File: config.mk
export PLATFORM = sky130hd
export DESIGN_NAME = port_rate_limiter
export DESIGN_NICKNAME = d
export VERILOG_FILES = /design/src/rtl/rl_pkg.sv /design/src/rtl/rl_charge_calc.sv /design/src/rtl/rl_credit_acc.sv /design/src/rtl/rl_gate.sv /design/src/rtl/port_rate_limiter.sv
export SDC_FILE = /design/constraint.sdc
export NUM_CORES = 1
export LEC_CHECK = 0
export ABC_AREA = 0
export ABC_CLOCK_PERIOD_IN_PS = 9300
export BUFFER_PORTS_ARGS = -buffer_cell sky130_fd_sc_hd__buf_2
export CAP_MARGIN = 20
export CORE_UTILIZATION = 30
export CTS_BUF_LIST = sky130_fd_sc_hd__clkbuf_4 sky130_fd_sc_hd__clkbuf_8 sky130_fd_sc_hd__clkbuf_16
export CTS_CLUSTER_DIAMETER = 80
export CTS_CLUSTER_SIZE = 40
export DETAILED_ROUTE_END_ITERATION = 6
export SLEW_MARGIN = 20
export SYNTH_ARGS = -nofsm -noshare
export SYNTH_HDL_FRONTEND = slang
export SYNTH_SLANG_ARGS = --single-unit
File: constraint.sdc
create_clock -name clk -period 9.3 [get_ports clk]
set_input_delay 0.93 -clock clk [delete_from_list [all_inputs] [get_ports clk]]
set_output_delay 0.93 -clock clk [all_outputs]
set_load 0.03 [all_outputs]
File: src/rtl/rl_pkg.sv
package rl_pkg;
  // Burst limit granularity: the limit counts units of 2**RL_LIM_SHIFT tokens.
  localparam int unsigned RL_LIM_SHIFT = 8;

  localparam int unsigned RL_DEF_WORDS_W = 14;
  localparam int unsigned RL_DEF_CHG_W   = 16;
  localparam int unsigned RL_DEF_LIM_W   = 24;
  localparam int unsigned RL_DEF_ACC_W   = 32;
  localparam int unsigned RL_DEF_DRAIN   = 16;
endpackage

File: src/rtl/rl_charge_calc.sv
module rl_charge_calc #(
  parameter int unsigned WORDS_W = rl_pkg::RL_DEF_WORDS_W,
  parameter int unsigned CHG_W   = rl_pkg::RL_DEF_CHG_W,
  parameter int unsigned ACC_W   = rl_pkg::RL_DEF_ACC_W
) (
  input  logic [WORDS_W-1:0] words,
  input  logic [CHG_W-1:0]   pkt_chg,
  input  logic [CHG_W-1:0]   word_chg,
  output logic [ACC_W-1:0]   charge
);
  localparam int unsigned PROD_W = CHG_W + WORDS_W;
  localparam int unsigned SUM_W  = PROD_W + 1;

  logic [PROD_W-1:0] prod;
  logic [SUM_W-1:0]  sum;

  always_comb begin
    prod = PROD_W'(word_chg) * PROD_W'(words);
    sum  = {1'b0, prod} + SUM_W'(pkt_chg);
  end

  // The width of the full charge against the accumulator picks the variant.
  generate
    if (SUM_W > ACC_W) begin : g_clip
      always_comb begin
        if (|sum[SUM_W-1:ACC_W]) charge = '1;
        else                     charge = sum[ACC_W-1:0];
      end
    end else if (SUM_W == ACC_W) begin : g_pass
      assign charge = sum;
    end else begin : g_ext
      assign charge = {{(ACC_W-SUM_W){1'b0}}, sum};
    end
  endgenerate
endmodule

File: src/rtl/rl_credit_acc.sv
module rl_credit_acc #(
  parameter int unsigned ACC_W = rl_pkg::RL_DEF_ACC_W,
  parameter int unsigned DRAIN = rl_pkg::RL_DEF_DRAIN
) (
  input  logic             clk,
  input  logic             rst,
  input  logic             clr,
  input  logic             add_en,
  input  logic [ACC_W-1:0] add_val,
  output logic [ACC_W-1:0] credit_q,
  output logic [ACC_W-1:0] credit_nxt
);
  localparam logic [ACC_W-1:0] DRAIN_V = ACC_W'(DRAIN);

  logic [ACC_W-1:0] drained;
  logic [ACC_W:0]   sum;
  logic [ACC_W-1:0] sat_sum;

  always_comb begin
    drained = (credit_q > DRAIN_V) ? credit_q - DRAIN_V : '0;
    sum     = {1'b0, drained} + {1'b0, add_val};
    sat_sum = sum[ACC_W] ? '1 : sum[ACC_W-1:0];
    if (clr)         credit_nxt = '0;
    else if (add_en) credit_nxt = sat_sum;
    else             credit_nxt = drained;
  end

  always_ff @(posedge clk) begin
    if (rst) credit_q <= '0;
    else     credit_q <= credit_nxt;
  end
endmodule

File: src/rtl/rl_gate.sv
module rl_gate #(
  parameter int unsigned ACC_W = rl_pkg::RL_DEF_ACC_W,
  parameter int unsigned LIM_W = rl_pkg::RL_DEF_LIM_W
) (
  input  logic             clk,
  input  logic             rst,
  input  logic [ACC_W-1:0] credit_nxt,
  input  logic [LIM_W-1:0] lim,
  output logic             send_ok
);
  localparam int unsigned SH    = rl_pkg::RL_LIM_SHIFT;
  localparam int unsigned LVL_W = ACC_W - SH;
  localparam int unsigned CMP_W = (LVL_W > LIM_W) ? LVL_W : LIM_W;

  logic [LVL_W-1:0] lvl;
  logic             over;

  always_comb begin
    lvl  = credit_nxt[ACC_W-1:SH];
    over = CMP_W'(lvl) > CMP_W'(lim);
  end

  always_ff @(posedge clk) begin
    if (rst) send_ok <= 1'b1;
    else     send_ok <= ~over;
  end
endmodule

File: src/rtl/port_rate_limiter.sv
module port_rate_limiter #(
  parameter int unsigned WORDS_W = rl_pkg::RL_DEF_WORDS_W,
  parameter int unsigned CHG_W   = rl_pkg::RL_DEF_CHG_W,
  parameter int unsigned LIM_W   = rl_pkg::RL_DEF_LIM_W,
  parameter int unsigned ACC_W   = rl_pkg::RL_DEF_ACC_W,
  parameter int unsigned DRAIN   = rl_pkg::RL_DEF_DRAIN
) (
  input  logic               clk,
  input  logic               rst,
  input  logic               clr,
  input  logic               pkt_start,
  input  logic [WORDS_W-1:0] pkt_words,
  input  logic [CHG_W-1:0]   cfg_pkt_charge,
  input  logic [CHG_W-1:0]   cfg_word_charge,
  input  logic [LIM_W-1:0]   cfg_burst_lim,
  output logic               send_ok
);
  logic [ACC_W-1:0] charge;
  logic [ACC_W-1:0] credit_q;
  logic [ACC_W-1:0] credit_nxt;

  rl_charge_calc #(.WORDS_W(WORDS_W), .CHG_W(CHG_W), .ACC_W(ACC_W)) u_calc (
    .words    (pkt_words),
    .pkt_chg  (cfg_pkt_charge),
    .word_chg (cfg_word_charge),
    .charge   (charge)
  );

  rl_credit_acc #(.ACC_W(ACC_W), .DRAIN(DRAIN)) u_acc (
    .clk        (clk),
    .rst        (rst),
    .clr        (clr),
    .add_en     (pkt_start),
    .add_val    (charge),
    .credit_q   (credit_q),
    .credit_nxt (credit_nxt)
  );

  rl_gate #(.ACC_W(ACC_W), .LIM_W(LIM_W)) u_gate (
    .clk        (clk),
    .rst        (rst),
    .credit_nxt (credit_nxt),
    .lim        (cfg_burst_lim),
    .send_ok    (send_ok)
  );
endmodule

# Yosys cells after proc, flatten, opt, wreduce, memory -nomap -nowiden
# Cells that the tools add are included.
op_classes:
  addsub: 3
  mul: 1
  n_lt_le_gt_ge: 2
  mux: 4
  n_bitwise: 1
  reduce_logical: 1
op_table:
  columns: ["op", "n"]
  rows:
  - ["32-bit 2-to-1 mux", 4]
  - ["32-bit by 31-bit adder with 33-bit output", 1]
  - ["32-bit by 5-bit greater-than comparator with 1-bit output, second input constant", 1]
  - ["32-bit by 5-bit subtractor with 32-bit output, second input constant", 1]
  - ["30-bit by 16-bit adder with 31-bit output", 1]
  - ["16-bit by 14-bit multiplier with 30-bit output", 1]
  - ["24-bit greater-than comparator", 1]
  - ["2-bit OR reduction", 1]
  - ["1-bit NOT", 1]
word_totals:
  reg_bits: 33
  in_bits: 74
  output_inout_bits: 1

# Longest topological paths before layout
depth:
  ltp_word: 8
  mapped_depth: 36
  depth_no_buf: 34

# By module
# From an unflattened synthesis, not the netlist that was laid out.
hier_totals:
  cells_unflattened: 1583
  hier_area_um2: 12768.5
modules_own_cells:
  columns: ["module", "n_inst", "cells_per_inst", "area_each_um2", "seq_area_each_um2"]
  rows:
  - ["rl_charge_calc", 1, 929, 8131.5, 0.0]
  - ["rl_credit_acc", 1, 567, 3985.1, 640.6]
  - ["rl_gate", 1, 87, 651.9, 20.0]

# Worst setup path before layout
# OpenSTA, ideal clock, no wires.
synth_timing:
  path_kind: "register to register"
  startpoint: "register u_acc.credit_q[25]"
  endpoint: "register u_gate.send_ok"
  setup_ps: 74
  arrival_ps: 8015
  required_time_ps: 9226
  slack_ps: 1211
  stages_incl_launch_ff: 36
  n_path_buf: 2
  path_cell_list: "dfxtp_1 or3_1 or3_1 nor3_1 and3_1 buf_2 nor2_1 ha_1 fa_1 inv_1 fa_1 inv_1 fa_1 inv_1 fa_1 fa_1 inv_1 ha_1 nand4_1 or3_1 or3_1 a21oi_2 nor3_2 xnor2_4 nor2_4 buf_6 a211oi_1 ha_1 a21o_1 a21oi_1 nor2b_1 o21ai_0 nand2b_1 a211oi_1 o21ai_0 o21ai_0"
synth_between:
  elab_chain_cells: 8
synth_lines:
  columns: ["item", "line", "source"]
  rows:
  - ["start: declaration", "rl_credit_acc.sv:10", "output logic [ACC_W-1:0] credit_q,"]
  - ["start signal: assignment", "rl_credit_acc.sv:30", "else credit_q <= credit_nxt;"]
  - ["32-bit by 5-bit subtractor with 32-bit output / 32-bit by 5-bit greater-than comparator with 1-bit output (equally long branches)", "rl_credit_acc.sv:20", "drained = (credit_q > DRAIN_V) ? credit_q - DRAIN_V : '0;"]
  - ["32-bit 2-to-1 mux *", "rl_credit_acc.sv:20", null]
  - ["32-bit by 31-bit adder with 33-bit output", "rl_credit_acc.sv:21", "sum = {1'b0, drained} + {1'b0, add_val};"]
  - ["32-bit 2-to-1 mux", "rl_credit_acc.sv:22", "sat_sum = sum[ACC_W] ? '1 : sum[ACC_W-1:0];"]
  - ["32-bit 2-to-1 mux *", "rl_credit_acc.sv:24", "else if (add_en) credit_nxt = sat_sum;"]
  - ["32-bit 2-to-1 mux *", "rl_credit_acc.sv:23", "if (clr) credit_nxt = '0;"]
  - ["named net credit_nxt[25]", "port_rate_limiter.sv:20", "logic [ACC_W-1:0] credit_nxt;"]
  - ["24-bit greater-than comparator *", "rl_gate.sv:20", "over = CMP_W'(lvl) > CMP_W'(lim);"]
  - ["1-bit NOT *", "rl_gate.sv:25", "else send_ok <= ~over;"]
  - ["end signal: assignment", "rl_gate.sv:25", null]
  - ["end: declaration", "rl_gate.sv:9", "output logic send_ok"]
# The timed path passes the listed nets; every way through them passes the cells marked *.
# A chain may end at the register's enable or synchronous reset.

# Worst setup path after layout
layout_timing:
  startpoint: "register u_acc.credit_q[12]"
  endpoint: "register u_gate.send_ok"
# Same word-level chain as after synthesis.

==> qor.yml <==
floorplan:
  die_h_um: 198
  io_pins: 75
  die-area_sq_mm: 0.0392
  start_util_pct: 30.5
  fp.dieW_um: 198
  rows: 71
  core_area_sq_mm: 0.0378
worst_setup_path:
  cp.required_ps: 9500
  endpoint_kind: "flip-flop"
  r2r_cells: 33
  crit_path_start_kind: "flip-flop"
  cpMostUsedCell: "fa_1"
  crit_type: "flip-flop to flip-flop"
  max_stage_delay_ps: 540
  crit_start: "u_acc.credit_q[12]$_SDFF_PP0_"
  rrSetupSlack_ps: 840
  reg2reg_from: "u_acc.credit_q[12]$_SDFF_PP0_"
  cp_slowest_cell: "fa_1"
  critPathMaxFanout: 17
  r2r_end: "u_gate.send_ok$_SDFF_PP1_"
  arrival_ps: 8660
hold_path:
  holdPathEnd: "u_acc.credit_q[1]$_SDFF_PP0_"
  hold_depth: 2
  worstHoldStart: "u_acc.credit_q[1]$_SDFF_PP0_"
  worstHoldPathType: "flip-flop to flip-flop"
grt:
  overflow: 0
  grt_pass1_wl_mm: 50.4
  grt_max_degree: 43
  grtUsageTotal_pct: 16.4
  antenna_found_initial: 0
  grt_pass1_vias: 9879
synthesis:
  synth.avg_cell_area_sq_um: 8.36
  synth_edf_count: 0
  synthCells: 1380
  ys_ff_latch: 33
  synthFlopType: "dfxtp_1"
  synth_top_area_share_pct: 36.6
  seq_area_frac_synth_pct: 5.73
  yosys-top-cells-area: "fa_1 (37%), ha_1 (14%), inv_1 (9.0%)"
  synth_common_cells: "inv_1 (276), fa_1 (211), nand2_1 (183), ha_1 (126), and2_1 (87)"
  synth_largest_area_cell: "fa_1"
  syn-num-nets: 1791
  ys_async_sr_fraction_pct: 0
  yosys_warnings: 0
  synth.distinct_cells: 62
  yosysMostFrequentCell: "inv_1"
  synth_area_sq_mm: 0.0115
outcome:
  status: "finished clean"
cts:
  cts_tree: "done"
  cts.repair.resized: 0
  cts_root_buffer: "clkbuf_16"
  cts-hold-fix-buffers: 0
  insertion_delay_ps: 280
  cts_setup_buffers: 0
  path_clk_slew_ps: 50
  clockBufferDepth: 2
  clock-sinks: 33
  numCtsBuffers: 5
  htree_levels: 2
sta:
  min_period_ps: 8460
  clock_skew_ps: 7.25
  rsz0062_at_grt: "false"
  hold_violations: 0
  fin_crit_sh_pct: 90.9
  relSlewSlack_pct: 46.0
  slew_viol_final: 0
  setup_viol: 0
  fmax_mhz: 118
  setup_ws_ps: 844
  worst_slew_pin_slew_ps: 810
  tns_ps: 0
cells_and_area:
  n_fill_cell: 3924
  final_layout_size_suffix_gt1_share_pct: 7.51
  syn2layout_area_growth_pct: 8.31
  nNetsFinal: 1822
  antenna_cells: 0
  final_area_sq_mm: 0.0125
place:
  port_buffers: 74
  gp_congestion: 0.884
  placed_cell_area_sq_mm: 0.0123
  dp_hpwl_mm: 26.4
  dp_slack_ps: 847
routing:
  vias: 9280
  drt_wl_total_mm: 31.0
  routed_via_density: 4.83
  drt_iter0_markers: 410
  drt-wirelength-per-cell_um: 16.1
  drt_first_pass_iters: 5
  drc_errors: 0
  final_antenna_net_count: 0
job:
  cap_violations: 0
==> metrics by stage <==
step / utilization, % / cells / hold slack, ps
2_1_floorplan: - / 1380 / 665
3_3_place_gp: 32.7 / 1915 / 716
3_5_place_dp: 32.7 / 1915 / 725
4_1_cts: 33.1 / 1923 / 737
5_1_grt: 33.1 / 1923 / 755
6_report: 33.1 / 1923 / 734
==> critical path, delay by kind of cell (launching register included) <==
kind / cells / cell delay [ps]
buffers and inverters: 5 / 450
xor gates and xnor gates: 1 / 200
adders and majority gates: 8 / 3440
DFF: 1 / 340
and+or+nand+nor: 10 / 2720
AOI/OAI and AO/OA: 9 / 1200
==> how the worst max path moves through the flow <==
stage / to / slack (ps) / cells past startpoint
6_report: u_gate.send_ok$_SDFF_PP1_ / 840 / 33
3_3_place_gp: u_gate.send_ok$_SDFF_PP1_ / 960 / 31
4_1_cts: u_gate.send_ok$_SDFF_PP1_ / 880 / 33
2_1_floorplan: u_gate.send_ok$_SDFF_PP1_ / 1210 / 35
3_5_place_dp: u_gate.send_ok$_SDFF_PP1_ / 850 / 31
5_1_grt: u_gate.send_ok$_SDFF_PP1_ / 200 / 33
==> cell type report <==
class                           instances  area [sq um]  share of cell area (%)
Inverter                              276          1040                    8.29
Clock inverter                          3          17.5                   0.140
Timing Repair Buffer                   78           400                    3.21
Tap cell                              511           639                    5.12
Sequential cell                        33           661                    5.29
Multi-Input combinational cell       1017          9610                    77.0
Clock buffer                            5           125                    1.00
==> per-layer routing <==
| metal | part of all wire [%] | wire (um) | vias up | global-route usage [%] |
|---|---|---|---|---|
| met5 | 0 | 0 | - | 0 |
| met3 | 2.3 | 722 | 52 | 1.16 |
| met4 | 4.1 | 1280 | 0 | 7.09 |
| met1 | 40 | 12500 | 4629 | 19.2 |
| met2 | 53 | 16400 | 191 | 30.6 |
| li1 | - | - | 4408 | - |
==> kinds of logic after synthesis <==
kind of cell	after synthesis	share of synthesized area [%]
flip-flops	33	5.73
XOR/XNOR	52	4.11
buffers and inverters	330	10.9
adder cells (fa/ha/maj)	337	50.3
multiplexers	1	0.0868
AO/OA/AOI/OAI	176	10.2
AND/OR/NAND/NOR	451	18.7
==> sequential cells by signal (all words and copies together), names as in the netlist <==
signal,flops
u_acc.credit_q,32
u_gate.send_ok,1
==> placed cells by master (no fill, tap or decap), drive strengths merged, types with 12 or more instances in the layout <==
cell,Yosys,routed
a211oi,23,23
nor3,35,35
a21o,17,17
xnor2,27,27
inv,276,276
a21oi,57,57
o21ai,29,29
and2,87,87
nor2,75,75
nand2,183,183
nand3,12,12
buf,10,78
dfxtp,33,33
fa,211,211
xor2,25,25
ha,126,126
Power is not shown: default switching activity piles up to over one toggle a cycle in this logic, so the estimate is an artifact.
